===== config.mk =====
export PLATFORM = sky130hd
export DESIGN_NAME = scp_slave
export DESIGN_NICKNAME = d
export VERILOG_FILES = /design/src/rtl/scp_pkg.sv /design/src/rtl/scp_sync.sv /design/src/rtl/scp_regfile.sv /design/src/rtl/scp_engine.sv /design/src/rtl/scp_slave.sv
export SDC_FILE = /design/constraint.sdc
export NUM_CORES = 1
export LEC_CHECK = 0
export ABC_AREA = 1
export BUFFER_PORTS_ARGS = -buffer_cell sky130_fd_sc_hd__buf_2
export CORE_ASPECT_RATIO = 0.6
export CORE_MARGIN = 1.5
export CORE_UTILIZATION = 56
export DETAILED_ROUTE_END_ITERATION = 16
export GPL_TIMING_DRIVEN = 0
export HOLD_SLACK_MARGIN = 0.1
export PLACE_DENSITY_LB_ADDON = 0.15
export SLEW_MARGIN = 20
export SYNTH_ARGS = -nofsm -noshare
export SYNTH_HDL_FRONTEND = slang
export SYNTH_SLANG_ARGS = --single-unit

===== constraint.sdc =====
create_clock -name clk -period 2 [get_ports clk]
set_clock_uncertainty 0.05 [all_clocks]
set_input_delay 0 -clock clk [delete_from_list [all_inputs] [get_ports clk]]
set_output_delay 0 -clock clk [all_outputs]
set_load 0.02 [all_outputs]

===== src/rtl/scp_pkg.sv =====
// Package scp_pkg: default sizes shared by the serial register port blocks.
// Assumes the command byte is as wide as the data byte.
package scp_pkg;
    parameter int unsigned SCP_DATA_W   = 8;  // bits per byte phase
    parameter int unsigned SCP_ADDR_W   = 6;  // address field in command byte
    parameter int unsigned SCP_NUM_REGS = 8;  // implemented registers
    parameter int unsigned SCP_SYNC     = 2;  // synchronizer depth
endpackage


===== src/rtl/scp_sync.sv =====
// Module scp_sync: multi-stage synchronizer for a bundle of asynchronous
// inputs. Assumes each input is stable long enough to be seen (the serial
// clock is slow relative to clk). Resets to RST_VAL.
module scp_sync #(
    parameter int unsigned WIDTH  = 3,
    parameter int unsigned STAGES = 2,
    parameter logic [WIDTH-1:0] RST_VAL = '0
) (
    input  logic             clk,
    input  logic             rst_n,
    input  logic [WIDTH-1:0] d,
    output logic [WIDTH-1:0] q
);
    logic [STAGES-1:0][WIDTH-1:0] pipe;

    // Shift inputs through the synchronizer chain.
    always_ff @(posedge clk) begin
        if (!rst_n) pipe <= {STAGES{RST_VAL}};
        else        pipe <= {pipe[STAGES-2:0], d};
    end

    assign q = pipe[STAGES-1];
endmodule


===== src/rtl/scp_regfile.sv =====
// Module scp_regfile: small register file with one write port, one
// addressed read port and a fixed read of register 0. Addresses at or
// beyond NUM_REGS are not implemented: writes are dropped, reads give 0.
module scp_regfile #(
    parameter int unsigned DATA_W   = 8,
    parameter int unsigned ADDR_W   = 6,
    parameter int unsigned NUM_REGS = 8
) (
    input  logic              clk,
    input  logic              rst_n,
    input  logic              wr_en,
    input  logic [ADDR_W-1:0] wr_addr,
    input  logic [DATA_W-1:0] wr_data,
    input  logic [ADDR_W-1:0] rd_addr,
    output logic [DATA_W-1:0] rd_data,
    output logic [DATA_W-1:0] def_data
);
    localparam int unsigned IDX_W = (NUM_REGS > 1) ? $clog2(NUM_REGS) : 1;
    localparam logic [ADDR_W:0] LIMIT = (ADDR_W+1)'(NUM_REGS);

    logic [NUM_REGS-1:0][DATA_W-1:0] regs;
    logic wr_ok;
    logic rd_ok;

    assign wr_ok = ({1'b0, wr_addr} < LIMIT);
    assign rd_ok = ({1'b0, rd_addr} < LIMIT);

    for (genvar g = 0; g < NUM_REGS; g++) begin : g_reg
        // Store the write data into register g when it is addressed.
        always_ff @(posedge clk) begin
            if (!rst_n)
                regs[g] <= '0;
            else if (wr_en && wr_ok && (wr_addr == ADDR_W'(g)))
                regs[g] <= wr_data;
        end
    end

    // Addressed read, zero for unimplemented addresses.
    always_comb begin
        rd_data = '0;
        if (rd_ok) rd_data = regs[rd_addr[IDX_W-1:0]];
    end

    assign def_data = regs[0];

    // Registers change only on a commit strobe.
    assert_hold_R7: assert property (@(posedge clk) disable iff (!rst_n)
        !wr_en |=> $stable(regs));
endmodule


===== src/rtl/scp_engine.sv =====
// Module scp_engine: serial protocol engine. Works on synchronized inputs,
// detects serial clock edges, counts rising edges per enable-low window,
// shifts receive data MSB first, drives transmit data after falling edges,
// and issues a one-cycle commit when enable rises after exactly DATA_W or
// exactly 2*DATA_W rising edges. Assumes clk is at least 8x the serial clock.
module scp_engine #(
    parameter int unsigned DATA_W = 8,
    parameter int unsigned ADDR_W = 6
) (
    input  logic              clk,
    input  logic              rst_n,
    input  logic              en_s,
    input  logic              sck_s,
    input  logic              rxd_s,
    input  logic [DATA_W-1:0] def_data,
    input  logic [DATA_W-1:0] rd_data,
    output logic [ADDR_W-1:0] rd_addr,
    output logic              wr_en,
    output logic [ADDR_W-1:0] wr_addr,
    output logic [DATA_W-1:0] wr_data,
    output logic              txd,
    output logic              txd_oe
);
    localparam int unsigned SR_W  = 2 * DATA_W;
    localparam int unsigned CNT_W = $clog2(SR_W + 2);
    localparam logic [CNT_W-1:0] CNT_MAX  = {CNT_W{1'b1}};
    localparam logic [CNT_W-1:0] CNT_BYTE = CNT_W'(DATA_W);
    localparam logic [CNT_W-1:0] CNT_WORD = CNT_W'(SR_W);

    logic              sck_q;
    logic              en_q;
    logic              rise;
    logic              fall;
    logic              en_rise;
    logic [CNT_W-1:0]  cnt;
    logic [SR_W-1:0]   rx_sr;
    logic [DATA_W-1:0] tx_sr;

    assign rise    = sck_s & ~sck_q & ~en_s;
    assign fall    = ~sck_s & sck_q & ~en_s;
    assign en_rise = en_s & ~en_q;

    // Edge-detect history of serial clock and enable.
    always_ff @(posedge clk) begin
        if (!rst_n) begin
            sck_q <= 1'b0;
            en_q  <= 1'b1;
        end else begin
            sck_q <= sck_s;
            en_q  <= en_s;
        end
    end

    // Count rising edges in the window, saturating; clear while idle.
    always_ff @(posedge clk) begin
        if (!rst_n)                     cnt <= '0;
        else if (en_s)                  cnt <= '0;
        else if (rise && cnt != CNT_MAX) cnt <= cnt + 1'b1;
    end

    // Shift receive data in on rising edges, MSB first.
    always_ff @(posedge clk) begin
        if (!rst_n)    rx_sr <= '0;
        else if (rise) rx_sr <= {rx_sr[SR_W-2:0], rxd_s};
    end

    // Commit a write on enable rise when the count is a valid length.
    always_ff @(posedge clk) begin
        if (!rst_n) begin
            wr_en   <= 1'b0;
            wr_addr <= '0;
            wr_data <= '0;
        end else begin
            wr_en   <= en_rise && ((cnt == CNT_BYTE) ||
                                   ((cnt == CNT_WORD) && !rx_sr[SR_W-1]));
            wr_addr <= (cnt == CNT_BYTE) ? '0 : rx_sr[DATA_W+ADDR_W-1:DATA_W];
            wr_data <= rx_sr[DATA_W-1:0];
        end
    end

    assign rd_addr = rx_sr[ADDR_W-1:0];

    // Transmit shifter: preload default data idle, shift on falling edges,
    // reload with addressed data after the command byte.
    always_ff @(posedge clk) begin
        if (!rst_n)
            tx_sr <= '0;
        else if (en_s)
            tx_sr <= def_data;
        else if (fall) begin
            if (cnt == CNT_BYTE)
                tx_sr <= rx_sr[DATA_W-1] ? rd_data : '0;
            else
                tx_sr <= {tx_sr[DATA_W-2:0], 1'b0};
        end
    end

    assign txd    = tx_sr[DATA_W-1];
    assign txd_oe = ~en_s;

    // A commit is a single-cycle strobe.
    assert_commit_pulse_R4: assert property (@(posedge clk) disable iff (!rst_n)
        wr_en |=> !wr_en);

    // The bit counter advances by at most one per cycle inside a window.
    assert_cnt_step_R3: assert property (@(posedge clk) disable iff (!rst_n)
        (!en_s && !$past(en_s)) |-> (cnt == $past(cnt) || cnt == $past(cnt) + 1'b1));

    // Transmit bit only changes after a falling serial clock edge.
    assert_tx_hold_R9: assert property (@(posedge clk) disable iff (!rst_n)
        (!en_s && !$past(en_s) && !$past(fall)) |-> $stable(txd));
endmodule


===== src/rtl/scp_slave.sv =====
// Module scp_slave: serial register port slave top. Synchronizes the
// enable, serial clock and receive pins, runs the protocol engine and holds
// the register file. The transmit pad is driven from port_txd and enabled by
// port_txd_oe. Assumes clk runs at least 8x the serial clock.
module scp_slave #(
    parameter int unsigned DATA_W   = scp_pkg::SCP_DATA_W,
    parameter int unsigned ADDR_W   = scp_pkg::SCP_ADDR_W,
    parameter int unsigned NUM_REGS = scp_pkg::SCP_NUM_REGS,
    parameter int unsigned SYNC     = scp_pkg::SCP_SYNC
) (
    input  logic clk,
    input  logic rst_n,
    input  logic port_en_n,
    input  logic port_sck,
    input  logic port_rxd,
    output logic port_txd,
    output logic port_txd_oe
);
    logic              en_s;
    logic              sck_s;
    logic              rxd_s;
    logic [ADDR_W-1:0] rd_addr;
    logic [DATA_W-1:0] rd_data;
    logic [DATA_W-1:0] def_data;
    logic              wr_en;
    logic [ADDR_W-1:0] wr_addr;
    logic [DATA_W-1:0] wr_data;

    scp_sync #(.WIDTH(3), .STAGES(SYNC), .RST_VAL(3'b100)) u_sync (
        .clk   (clk),
        .rst_n (rst_n),
        .d     ({port_en_n, port_sck, port_rxd}),
        .q     ({en_s, sck_s, rxd_s})
    );

    scp_engine #(.DATA_W(DATA_W), .ADDR_W(ADDR_W)) u_engine (
        .clk      (clk),
        .rst_n    (rst_n),
        .en_s     (en_s),
        .sck_s    (sck_s),
        .rxd_s    (rxd_s),
        .def_data (def_data),
        .rd_data  (rd_data),
        .rd_addr  (rd_addr),
        .wr_en    (wr_en),
        .wr_addr  (wr_addr),
        .wr_data  (wr_data),
        .txd      (port_txd),
        .txd_oe   (port_txd_oe)
    );

    scp_regfile #(.DATA_W(DATA_W), .ADDR_W(ADDR_W), .NUM_REGS(NUM_REGS)) u_regs (
        .clk      (clk),
        .rst_n    (rst_n),
        .wr_en    (wr_en),
        .wr_addr  (wr_addr),
        .wr_data  (wr_data),
        .rd_addr  (rd_addr),
        .rd_data  (rd_data),
        .def_data (def_data)
    );

    // Transmit stays released once enable has been high for a while.
    assert_oe_idle_R2: assert property (@(posedge clk) disable iff (!rst_n)
        (port_en_n && $past(port_en_n) && $past(port_en_n, 2) && $past(port_en_n, 3))
        |-> !port_txd_oe);
endmodule


# == After elaboration in Yosys (flattened, before gate mapping) ==
# Cells that the tools add are included.
# totals
regBits,116
latch_bits,0
ram_bits,0
romBits,0
inputBits,5
output_inout_bits,2
wordCells,67
memories,0
# op_classes
n_addsub,1
mul,0
div_mod_pow,0
n_lt_le_gt_ge,3
eq_ne,10
n_shift,0
mux,7
bitwise,10
reduce_logical,18
# op_table
operator,n
2-to-1 mux 8 bit,6
binary-select mux 8 bit (select 3 bit),1
== test 6 x 3 -> 1 bit (second input constant),4
== test 6 x 2 -> 1 bit (second input constant),2
logical AND 1 bit,12
less-than comparator 6 x 4 -> 1 bit (second input constant),2
== test 6 x 1 -> 1 bit (second input constant),1
zero test 6 bit,1
adder 5 x 1 -> 5 bit (second input constant),1
bitwise AND 1 bit,5
== test 5 x 4 -> 1 bit (second input constant),1
== test 5 bit (second input constant),1
!= test 5 bit (second input constant),1
NOT 1 bit,5
less-than comparator 3 x 4 -> 1 bit (second input constant),1
OR reduction 2 bit,2
nonzero test 2 bit,1
zero test 1 bit,1
logical OR 1 bit,1

# == Longest topological paths before layout ==
# logic_depth
word_depth,7
ltp_mapped,10
mapped_depth_nobuf,8

# == By module ==
# Synthesis repeated with hierarchy kept, for this count alone.
# unflattened
cells_unflattened,861
area_unflattened_um2,5729.2
# modules_own_cells
mod,n_inst,cells_per_inst,area_per_inst_um2,seq_area_each_um2
scp_regfile,1,599,3671.0,1281.2
scp_engine,1,241,1870.5,920.9
scp_sync,1,21,187.7,120.1

# == Worst setup path after synthesis ==
# OpenSTA, ideal clock, no wires.
# synth_path
kind,flip-flop to flip-flop
startpoint,register u_engine.cnt[0]
endpoint,register u_engine.cnt[2]
setup_ns,0.122
arrival_ns,1.358
required_time_ns,1.828
slack_ns,0.471
stages_incl_launch_ff,9
path_buffers,1
synth_period_minus_slack_ns,1.529
cell_sequence,dfxtp_1 -> ha_1 -> inv_1 -> nor3_1 -> ha_1 -> or2_1 -> buf_2 -> nor3_1 -> nor3b_2
# synth_between
elab_chain_cells,2
elab_cells_between_ends,3
classes_between,1 x add/sub; 1 x eq/ne; 1 x reduce/logical
# synth_rtl
item,line_no,rtl
start: declaration,scp_engine.sv:35,logic [CNT_W-1:0] cnt;
start signal: assignment,scp_engine.sv:58,else if (rise && cnt != CNT_MAX) cnt <= cnt + 1'b1;
"parallel branches: the longest is 2 deep, another holds adder 5 x 1 -> 5 bit",n/a,
# Parallel ways; which one is timed is not known.
# A chain may end at the register's enable or synchronous reset.

# == Worst setup path in the final report ==
# layout_path
startpoint,register u_engine.cnt[0]
endpoint,register u_engine.tx_sr[1]
# layout_between
elab_chain_cells,4
# layout_rtl
item,line_no,rtl
== test 5 x 4 -> 1 bit,scp_engine.sv:91,if (cnt == CNT_BYTE)
2-to-1 mux 8 bit,scp_engine.sv:91,
2-to-1 mux 8 bit,scp_engine.sv:90,else if (fall) begin
2-to-1 mux 8 bit,scp_engine.sv:88,else if (en_s)
end signal: assignment,scp_engine.sv:89,tx_sr <= def_data;
end signal: assignment,scp_engine.sv:92,tx_sr <= rx_sr[DATA_W-1] ? rd_data : '0;
end signal: assignment,scp_engine.sv:94,"tx_sr <= {tx_sr[DATA_W-2:0], 1'b0};"
end: declaration,scp_engine.sv:37,logic [DATA_W-1:0] tx_sr;
# Every way passes these cells. The select of a mux whose other input is x is not followed.

==> results.tsv <==
metric	value	unit
wire length of the first global-routing pass	21670	µm
endpoint of the lowest-slack register-to-register path	u_engine.tx_sr[1]$_SDFFE_PN0P_	
most common library cell in the layout ignoring fill and taps	dfxtp_1	
die height	74.78	µm
final setup violating endpoints	0	
TritonCTS clock tree	yes	
IR Drop Worst-Case VDD	0.0006939	V
Clock transition at path regs	0.06	ns
unrepaired setup endpoints after global routing	no	
Setup TNS Final	0	ns
Netlist Area Pre-Place	4808	µm²
Worst Path Max Fanout	10	
ratio of final minimum period to clock period	90.11	%
met2 track demand over resource in global routing	46.87	%
worst path required time	2.29	ns
maximum clock rate	554.8	MHz
floorplan core area	8102	µm²
global-route usage over all layers	32.40	%
hold crit path type	in2reg	
cell count after synthesis	646	
post-placement cell count	759	
worst r2r path cells	8	
share of synthesized cell area in and, or, nand and nor gates	20.14	%
combinational family with the most area after synthesis	simple AND/OR/NAND/NOR gates	
most congested layer reported by global routing	met2	
smallest hold slack	0.2679	ns
die span in x	122.6	µm
launching point of the worst reg2reg path	u_engine.cnt[0]$_SDFFE_PP0P_	
max-slew violation count	0	
number of distinct standard cells referenced by the synthesized netlist	30	
cts bufs inserted	17	
average detailed-routed wire length per instance	17.14	µm
share of cell area taken by muxes after synthesis	0	%
transition time at the pin with the least slew margin	0.5697	ns
maximum number of pins on one net before global-route repair	17	
flop2flop setup slack	0.20	ns
pre-CTS setup slack	0.2098	ns
startpoint of the worst hold path	port_sck	
min Tclk post-route	1.802	ns
max_cap viols	0	
number of inserted filler cells in the final layout	631	
total wire length after detailed routing	13650	µm
Final Instance Count excl. Fillers	796	
Skew-Pair Late Insertion Delay	0.41	ns
GRT met1 Usage	45.59	%
WHS Endpoint	u_sync.pipe[1]$_SDFF_PN0_	
total of flip-flops plus latches after synthesis	116	
complex-gate fraction of the synthesized area	19.88	%
result of the run	completed	
CP Launch Type	register	
sinks on the clock net	116	
number of I/O pins	7	
net count of the finished layout	683	
length of the first detailed-routing pass in iterations	5	
# diodes	0	
half-perimeter wire length after placement	9304	µm
via count of the first global-routing pass	4118	
synthesized netlist net count	654	
cell depth of the worst hold path	4	
number of buffers added for setup after CTS	0	
area enclosed by the die boundary	9169	µm²
number of antenna-violating nets in the routed design	0	
fraction of the yosys area taken by sequential cells	48.30	%
clock tree buffer depth	2	
Rel. slew slack	62.02	%
number of DRC violations after detailed routing	0	
slack of the critical path	0.1977	ns
Post-Synth Adder-Cell Area	0.7806	%
power density over the cells	1042	nW/µm²
Cell Rows	25	
leftover overflow at the end of global routing	0	
quantity of I/O buffers inserted on ports	5	
root buffer cell	clkbuf_16	
average instance area after synthesis	7.443	µm²
post-synthesis xor/xnor area fraction	0	%
Final Total Pwr	5.938	mW
first-iteration detailed-routing DRC count	459	
layout cells sized above 1	11.77	%
Final Hold Violating Endpoints	0	
yosys warns	0	
Critical Setup Path Class	reg2reg	
global routing met3 resource utilization	10.91	%
Worst setup EP type	register	
commonest cells after routing, fill and taps aside	dfxtp_1 (116), nand2_1 (95), a21oi_1 (91)	
static leakage	2.335	nW
arrival time worst endpoint	2.09	ns
average via count per standard cell	5.648	
number of antenna violations at the first check in global routing	0	
Starting Density	59.35	%
routability congestion estimate from global placement	0.9081	
P&R area growth vs syn	18.53	%
Vias	4496	
count of H-tree levels built during CTS	4	
how the worst max path moves through the flow:
| stage | endpoint | slack [ns] | start |
|---|---|---|---|
| floorplan | u_engine.cnt[2]$_SDFFE_PP0P_ | 0.47 | u_engine.cnt[0]$_SDFFE_PP0P_ |
| global placement | u_engine.tx_sr[1]$_SDFFE_PN0P_ | 0.28 | u_engine.cnt[0]$_SDFFE_PP0P_ |
| detailed placement | u_engine.tx_sr[1]$_SDFFE_PN0P_ | 0.21 | u_engine.cnt[0]$_SDFFE_PP0P_ |
| CTS | u_engine.tx_sr[6]$_SDFFE_PN0P_ | 0.19 | u_engine.cnt[0]$_SDFFE_PP0P_ |
| global route | u_regs.regs[61]$_SDFFE_PN0P_ | 0.09 | u_engine.wr_addr[5]$_SDFF_PP0_ |
| finish | u_engine.tx_sr[1]$_SDFFE_PN0P_ | 0.20 | u_engine.cnt[0]$_SDFFE_PP0P_ |
synthesized netlist by cell type (all sizes together):
master	n	area share (%)
nand4	3	0.39
nor2	47	4.3
o21ai	88	9.2
ha	3	0.78
clkbuf	14	1.1
nand3	47	5.0
buf	21	2.4
dfxtp	116	48
a22oi	6	0.94
nand2	101	8.3
nor3b	1	0.26
clkinv	2	0.16
o211ai	2	0.31
or2	4	0.52
nor3	7	1.4
a21oi	91	9.5
inv	93	7.3
area by class of cell:
class                   instances  area [µm²]  area share, %
flip-flops and latches        116        2322          40.75
multi-input cells             400        1964          34.47
repair buffers                 10       75.07          1.317
clock inverters                11       197.7          3.469
clock buffers                  21       480.5          8.430
plain buffers                  35       167.7          2.942
inverters                      95       356.6          6.257
well taps                     108       135.1          2.371
registers in the layout, summed over array words and instances (netlist names), 5 cells and up:
| register | cells |
|---|---|
| u_regs.def_data | 8 |
| u_engine.wr_data | 8 |
| u_engine.tx_sr | 8 |
| u_engine.cnt | 5 |
| u_regs.regs | 56 |
| u_engine.rx_sr | 16 |
| u_engine.wr_addr | 6 |
layer usage:
metal  part of all wire (%)  wire length [µm]  vias up
li1                       -                 -     2154
met1                     47              6374     2085
met2                     40              5463      225
met3                     11              1542       32
met4                    1.9               266        0
met5                      0                 0        -
logic make-up (layout without fill, tap and decap cells):
kind of cell               after synthesis  in the layout
and+or+nand+nor                        210            210
AOI/OAI and AO/OA                      187            187
buffers and inverters                  130            172
DFF                                    116            116
adders and majority gates                3              3
stage by stage:
stage / cell area, µm² / util (%)
final: 5699 / 70.35
after CTS: 5697 / 70.32
after detailed placement: 4969 / 61.33
after floorplan: 4808 / -
after global placement: 4969 / 61.33
after global routing: 5699 / 70.35
power breakdown:
part	switching (mW)	internal, mW
registers	0.0133	2.33
clock network	1.10	2.35
logic	0.103	0.0489
total	1.21	4.73
what timing repair did:
item | CTS | global route
endpoints found under the setup margin | 0 | 1
hold buffers | 5 | 0
resized for setup | 0 | 1
hold endpoints to repair | 15 | 0
worst max-delay path, cell delays in order (launching register included):
cell,delay (ns)
dfxtp_1,0.36
inv_1,0.08
ha_1,0.24
nand4_1,0.16
clkbuf_1,0.38
a21oi_1,0.15
nand2_1,0.13
nand2_1,0.06
a21oi_1,0.12
Power figures use the tool's default switching activity.
